`src/rtl/ahb_burst_planner_pkg.sv`:
```
package ahb_burst_planner_pkg;
  localparam int BEAT_W = 5;

  typedef enum logic [2:0] {
    HB_SINGLE = 3'b000,
    HB_INCR   = 3'b001,
    HB_INCR4  = 3'b011,
    HB_INCR8  = 3'b101,
    HB_INCR16 = 3'b111
  } hburst_e;

  function automatic logic [BEAT_W-1:0] start_thr(input logic [1:0] blen);
    case (blen)
      2'd0:    return BEAT_W'(1);
      2'd1:    return BEAT_W'(4);
      2'd2:    return BEAT_W'(8);
      default: return BEAT_W'(16);
    endcase
  endfunction

  function automatic logic [BEAT_W-1:0] burst_cap(input logic [1:0] blen);
    case (blen)
      2'd1:    return BEAT_W'(4);
      2'd2:    return BEAT_W'(8);
      default: return BEAT_W'(16);
    endcase
  endfunction
endpackage

```
`src/rtl/burst_sizer.sv`:
```
module burst_sizer
  import ahb_burst_planner_pkg::*;
#(
  parameter int CNT_W  = 12,
  parameter int FREE_W = 6
) (
  input  logic [1:0]        blen_i,
  input  logic              dlbo_i,
  input  logic [CNT_W-1:0]  remain_i,
  input  logic [FREE_W-1:0] free_i,
  output logic              start_ok_o,
  output logic [BEAT_W-1:0] beats_o,
  output logic [2:0]        hburst_o
);
  localparam int AV_W = (CNT_W > FREE_W) ? CNT_W : FREE_W;

  logic [AV_W-1:0]   avail;
  logic [BEAT_W-1:0] cap;

  always_comb begin
    avail = (AV_W'(remain_i) < AV_W'(free_i)) ? AV_W'(remain_i) : AV_W'(free_i);
    cap   = burst_cap(blen_i);
    start_ok_o = (remain_i != '0) && (AV_W'(free_i) >= AV_W'(start_thr(blen_i)));
    if (cap >= BEAT_W'(16) && avail >= AV_W'(16)) begin
      beats_o = BEAT_W'(16); hburst_o = HB_INCR16;
    end else if (cap >= BEAT_W'(8) && avail >= AV_W'(8)) begin
      beats_o = BEAT_W'(8);  hburst_o = HB_INCR8;
    end else if (avail >= AV_W'(4)) begin
      beats_o = BEAT_W'(4);  hburst_o = HB_INCR4;
    end else if (avail >= AV_W'(2) && !dlbo_i) begin
      beats_o = BEAT_W'(avail); hburst_o = HB_INCR;   // short undefined-length tail
    end else begin
      beats_o = BEAT_W'(1);  hburst_o = HB_SINGLE;
    end
  end
endmodule

```
`src/rtl/word_counter.sv`:
```
module word_counter
  import ahb_burst_planner_pkg::*;
#(
  parameter int CNT_W = 12
) (
  input  logic              clk_i,
  input  logic              rst_ni,
  input  logic              load_i,
  input  logic [CNT_W-1:0]  len_i,
  input  logic              dec_i,
  input  logic [BEAT_W-1:0] dec_amt_i,
  output logic [CNT_W-1:0]  remain_o
);
  always_ff @(posedge clk_i or negedge rst_ni) begin
    if (!rst_ni)     remain_o <= '0;
    else if (load_i) remain_o <= len_i;
    else if (dec_i)  remain_o <= remain_o - CNT_W'(dec_amt_i);
  end
endmodule

```
`src/rtl/req_ctrl.sv`:
```
module req_ctrl
  import ahb_burst_planner_pkg::*;
(
  input  logic              clk_i,
  input  logic              rst_ni,
  input  logic              go_i,
  input  logic              done_i,
  input  logic [BEAT_W-1:0] beats_i,
  input  logic [2:0]        hburst_i,
  input  logic              lock_i,
  output logic              req_o,
  output logic [BEAT_W-1:0] beats_o,
  output logic [2:0]        hburst_o,
  output logic              hlock_o
);
  logic lock_q;

  always_ff @(posedge clk_i or negedge rst_ni) begin
    if (!rst_ni) begin
      req_o    <= 1'b0;
      beats_o  <= '0;
      hburst_o <= HB_SINGLE;
      lock_q   <= 1'b0;
    end else if (req_o) begin
      if (done_i) begin
        req_o  <= 1'b0;
        lock_q <= 1'b0;
      end
    end else if (go_i) begin
      req_o    <= 1'b1;
      beats_o  <= beats_i;
      hburst_o <= hburst_i;
      lock_q   <= lock_i;
    end
  end

  assign hlock_o = req_o & lock_q;
endmodule

```
`src/rtl/ahb_burst_planner.sv`:
```
module ahb_burst_planner
  import ahb_burst_planner_pkg::*;
#(
  parameter int CNT_W  = 12,
  parameter int FREE_W = 6
) (
  input  logic              clk_i,
  input  logic              rst_ni,
  input  logic              load_i,
  input  logic [CNT_W-1:0]  len_i,
  input  logic [1:0]        blen_i,
  input  logic              dlbo_i,
  input  logic              rot_i,
  input  logic              lock_dis_i,
  input  logic [FREE_W-1:0] fifo_free_i,
  input  logic              done_i,
  output logic              req_o,
  output logic [2:0]        hburst_o,
  output logic [4:0]        beats_o,
  output logic              hlock_o,
  output logic [CNT_W-1:0]  remain_o
);
  logic              start_ok;
  logic [BEAT_W-1:0] next_beats;
  logic [2:0]        next_hburst;
  logic              go, load_ok, dec;

  assign load_ok = load_i & ~req_o;
  assign go      = start_ok & ~req_o & ~load_i;
  assign dec     = req_o & done_i;

  burst_sizer #(.CNT_W(CNT_W), .FREE_W(FREE_W)) i_sizer (
    .blen_i     (blen_i),
    .dlbo_i     (dlbo_i),
    .remain_i   (remain_o),
    .free_i     (fifo_free_i),
    .start_ok_o (start_ok),
    .beats_o    (next_beats),
    .hburst_o   (next_hburst)
  );

  word_counter #(.CNT_W(CNT_W)) i_cnt (
    .clk_i     (clk_i),
    .rst_ni    (rst_ni),
    .load_i    (load_ok),
    .len_i     (len_i),
    .dec_i     (dec),
    .dec_amt_i (beats_o),
    .remain_o  (remain_o)
  );

  req_ctrl i_req (
    .clk_i    (clk_i),
    .rst_ni   (rst_ni),
    .go_i     (go),
    .done_i   (done_i),
    .beats_i  (next_beats),
    .hburst_i (next_hburst),
    .lock_i   (rot_i & ~lock_dis_i),
    .req_o    (req_o),
    .beats_o  (beats_o),
    .hburst_o (hburst_o),
    .hlock_o  (hlock_o)
  );
endmodule

```
`config.mk`:
```
export PLATFORM = sky130hd
export DESIGN_NAME = ahb_burst_planner
export DESIGN_NICKNAME = d
export VERILOG_FILES = /design/src/rtl/ahb_burst_planner_pkg.sv /design/src/rtl/burst_sizer.sv /design/src/rtl/word_counter.sv /design/src/rtl/req_ctrl.sv /design/src/rtl/ahb_burst_planner.sv
export SDC_FILE = /design/constraint.sdc
export NUM_CORES = 1
export LEC_CHECK = 0
export BUFFER_PORTS_ARGS = -buffer_cell sky130_fd_sc_hd__buf_2
export CAP_MARGIN = 10
export CORE_MARGIN = 1
export CORE_UTILIZATION = 30
export DETAILED_ROUTE_END_ITERATION = 10
export MAX_ROUTING_LAYER = met4
export PLACE_DENSITY = 0.6
export SETUP_SLACK_MARGIN = 0.5
export SLEW_MARGIN = 25
export SYNTH_ARGS = -nofsm -noshare
export SYNTH_HDL_FRONTEND = slang
export SYNTH_SLANG_ARGS = --single-unit
```
`constraint.sdc`:
```
create_clock -name clk_i -period 4.3 [get_ports clk_i]
set_input_delay 0.43 -clock clk_i [delete_from_list [all_inputs] [get_ports clk_i]]
set_output_delay 0.43 -clock clk_i [all_outputs]
set_load 0.1 [all_outputs]
```
==> impl_metrics.csv <==
group,metric,value,unit
detailed_routing,drtIter0Drc,61,
setup_path,rr_startpoint,"i_cnt.remain_o[7]",
die,rows,26,
yosys,synth_edf_count,0,
setup_path,r2r_end,"i_req.beats_o[3]",
die,io_pins,49,
clock_tree,htree_levels,1,
yosys,netlist_area,1632,sq um
yosys,syn_area_per_cell,8.633,sq um
setup_path,crit_arrival,2.65,ns
yosys,ys_seq_area_share,33.74,%
yosys,syn_inst,189,
detailed_routing,drcViolationCount,0,
detailed_routing,drt_first_pass_iters,4,
sta,tns,0,ns
placed_design,pre_cts_ws,1.516,ns
setup_path,critPathLaunchType,"flip-flop",
setup_path,startpoint,"i_cnt.remain_o[7]",
detailed_routing,vias,1455,
clock_tree,worstSkewPairLatency,0.26,ns
yosys,synth_top_area_share,33.74,%
sta,hold_viol,0,
detailed_routing,ant_nets,0,
sta,clock-skew-final,0.002528,ns
placed_design,port_buffers,48,
clock_tree,cts_hold_buf,0,
clock_tree,post_cts_resized,0,
setup_path,path_class,"flip-flop to flip-flop",
setup_path,cp_slowest_stage_delay,0.53,ns
die,initial_utilization,31.54,%
sta,setup_ws,1.812,ns
yosys,synthDistinctLibCells,40,
die,core,5172,sq um
sta,slew_violations,0,
yosys,synth_flop_cell,"dfrtp_1",
finish,flow.area_growth_from_synthesis,23.39,%
setup_path,cp-endpoint,"i_req.beats_o[3]",
detailed_routing,viasPerCell,4.724,
clock_tree,postCtsSetupBuffers,0,
yosys,async_flop_share,100.0,%
power_and_ir_drop,vdd_drop_max,0.4166,mV
die,dieArea,5737,sq um
sta,max_slew_margin,58.74,%
placed_design,dpl.hpwl,3202,um
global_routing,grt-ovfl-total,0,
die,die_x,75.75,um
setup_path,path_max_fanout,6,
yosys,synth_seq_cells,22,
sta,fmax,0.4020,GHz
global_routing,grt_max_degree,24,
global_routing,grt_pass1_wl,6486,um
die,dieHeight,75.75,um
sta,rsz0062_at_grt,"false",
yosys,ys_warn_count,0,
power_and_ir_drop,pwr-share-comb,65.3,%
power_and_ir_drop,p_total,0.001508,W
power_and_ir_drop,p_leak,0.9726,nW
setup_path,reg2reg_depth,6,
clock_tree,cts_buffers,3,
min_path,hold_path.class,"input pin to async pin",
global_routing,grt_pass1_vias,1391,
finish,fillerInstances,557,
finish,fin_util,38.92,%
power_and_ir_drop,switching_power,0.0009241,W
yosys,synth.largest_area_cell,"dfrtp_1",
finish,n_antenna_cell,0,
sta,worst_slew_pin_slew,0.6188,ns
sta,finalSetupViolCount,0,
setup_path,cpMaxStageDelayCell,"or4_4",
sta,min_period_over_period,57.85,%
power_and_ir_drop,powerDensity,748.9,nW/um^2
detailed_routing,routed_wl,3996,um
sta,period_needed,2.488,ns
global_routing,antenna_found_initial,0,
placed_design,gp_congestion,0.8714,
status,outcome,"complete, no violations",
power_and_ir_drop,power.share.clock,10.1,%
finish,register_area,550.5,sq um
global_routing,grt.total_usage,15.43,%
clock_tree,path_clk_slew,0.08,ns
clock_tree,cts.sinks,22,
clock_tree,cts-root-buf,"clkbuf_8",
setup_path,ff2ff_setup_slack,1.81,ns
finish,nets,286,
power_and_ir_drop,p_seq_share,24.6,%
clock_tree,cts_tree,"done",
setup_path,path_cells,"or4_4, or3_4, a211oi_4, mux2i_1, inv_1, a22o_1",
clock_tree,cts.path.max_buffers,2,
detailed_routing,wl_per_cell,12.97,um
power_and_ir_drop,internal-power,0.0005836,W
power_and_ir_drop,swShare,61.29,%
run,max_cap_violations,0,
finish,multiInputGateArea,989.7,sq um
setup_path,required,4.46,ns
setup_path,critPathCaptureType,"flip-flop",
yosys,synth_nets,236,
yosys,ys_top_cells_by_area,"dfrtp_1 34%, ha_1 15%, o21ai_0 5.2%, inv_1 5.1%, nand2_1 4.4%",
finish,drive_above_1_share,24.37,%
-- critical path, delay by kind of cell, from the launching register on --
family | cells | cell delay [ns]
multiplexers | 1 | 0.43
flip-flops | 1 | 0.44
buffers and inverters | 1 | 0.07
AO/OA/AOI/OAI | 2 | 0.53
AND/OR/NAND/NOR | 2 | 0.91
-- worst min-delay path by stage --
stage,from,endpoint,slack [ns]
final,rst_ni,i_cnt.remain_o[2],0.12
after CTS,rst_ni,i_cnt.remain_o[2],0.14
after global placement,rst_ni,i_cnt.remain_o[11],0.43
after global routing,rst_ni,i_cnt.remain_o[2],0.16
after floorplan,rst_ni,i_cnt.remain_o[0],0.13
after detailed placement,rst_ni,i_cnt.remain_o[11],0.43
-- layer usage --
layer	global-route usage, %	routed length (um)	vias to the layer above
li1	-	-	753
met2	23.99	1825	28
met1	21.11	1994	670
met5	-	0	-
met3	2.116	133	4
met4	3.909	42	0
-- power groups by stage --
| stage | Sequential, W | Combinational [W] | Clock, W |
|---|---|---|---|
| final | 0.000371 | 0.000984 | 0.000152 |
| after floorplan | 0.000838 | 0.000334 | 0 |
| after global routing | 0.000385 | 0.00105 | 0.000165 |
| after detailed placement | 0.000377 | 0.000984 | 0 |
| after CTS | 0.000372 | 0.000989 | 0.000158 |
| after global placement | 0.000377 | 0.000977 | 0 |
-- layout make-up --
cell class                 instances  share of cell area [%]
sequential                        22                   27.35
timing repair buffer              49                   12.31
multi-input combinational        141                   49.16
clock buffer                       4                   2.735
inverter                          22                   4.102
tap                               70                   4.351
-- layout by cell type, fill, tap and decap left out, types with 2 or more instances in the layout --
cell type / netlist / routed
o21a_1: 2 / 2
nand2_1: 19 / 19
a21oi_1: 9 / 9
nor3_1: 7 / 7
xnor2_1: 4 / 4
nor4_1: 5 / 5
ha_1: 19 / 19
buf_2: 0 / 48
xor2_1: 3 / 3
nor2b_1: 6 / 6
dfrtp_1: 22 / 22
nand2b_1: 2 / 2
clkbuf_8: 0 / 4
mux2i_1: 6 / 6
o21ai_0: 17 / 17
nand3_1: 3 / 3
nor2_1: 14 / 14
and2_1: 3 / 3
inv_1: 22 / 22
-- per-stage QoR --
step | hold WS, ns | instances | area, sq um
CTS | 0.1365 | 308 | 2007
global placement | 0.4298 | 304 | 1952
finish | 0.1179 | 308 | 2013
floorplan | 0.1344 | 189 | 1632
global route | 0.1604 | 308 | 2013
detailed placement | 0.4328 | 304 | 1952
-- synthesized netlist by cell type (2+ instances only) --
master	count
and2_1	3
nor3_1	7
ha_1	19
xnor2_1	4
mux2i_1	6
xor2_1	3
nor4_1	5
o21a_1	2
a21oi_1	9
nor2_1	14
nand2b_1	2
clkbuf_1	4
nand2_1	19
o21ai_0	17
nand3_1	3
inv_1	22
nor2b_1	6
dfrtp_1	22
-- sequential cells by signal (all words and copies together), names as in the netlist --
signal / flops
i_req.lock_q: 1
i_req.hburst_o: 3
i_req.req_o: 1
i_cnt.remain_o: 12
i_req.beats_o: 5
-- kinds of logic (layout without fill, tap and decap cells) --
logic type | count (synthesis) | after routing | share of synthesized area [%]
AO/OA/AOI/OAI | 42 | 42 | 16.72
multiplexers | 6 | 6 | 3.681
buffers and inverters | 26 | 75 | 5.981
adder cells (fa/ha/maj) | 20 | 20 | 15.80
XOR/XNOR | 7 | 7 | 3.758
flip-flops | 22 | 22 | 33.74
AND/OR/NAND/NOR | 66 | 66 | 20.32
(Power assumes the default switching activity.)
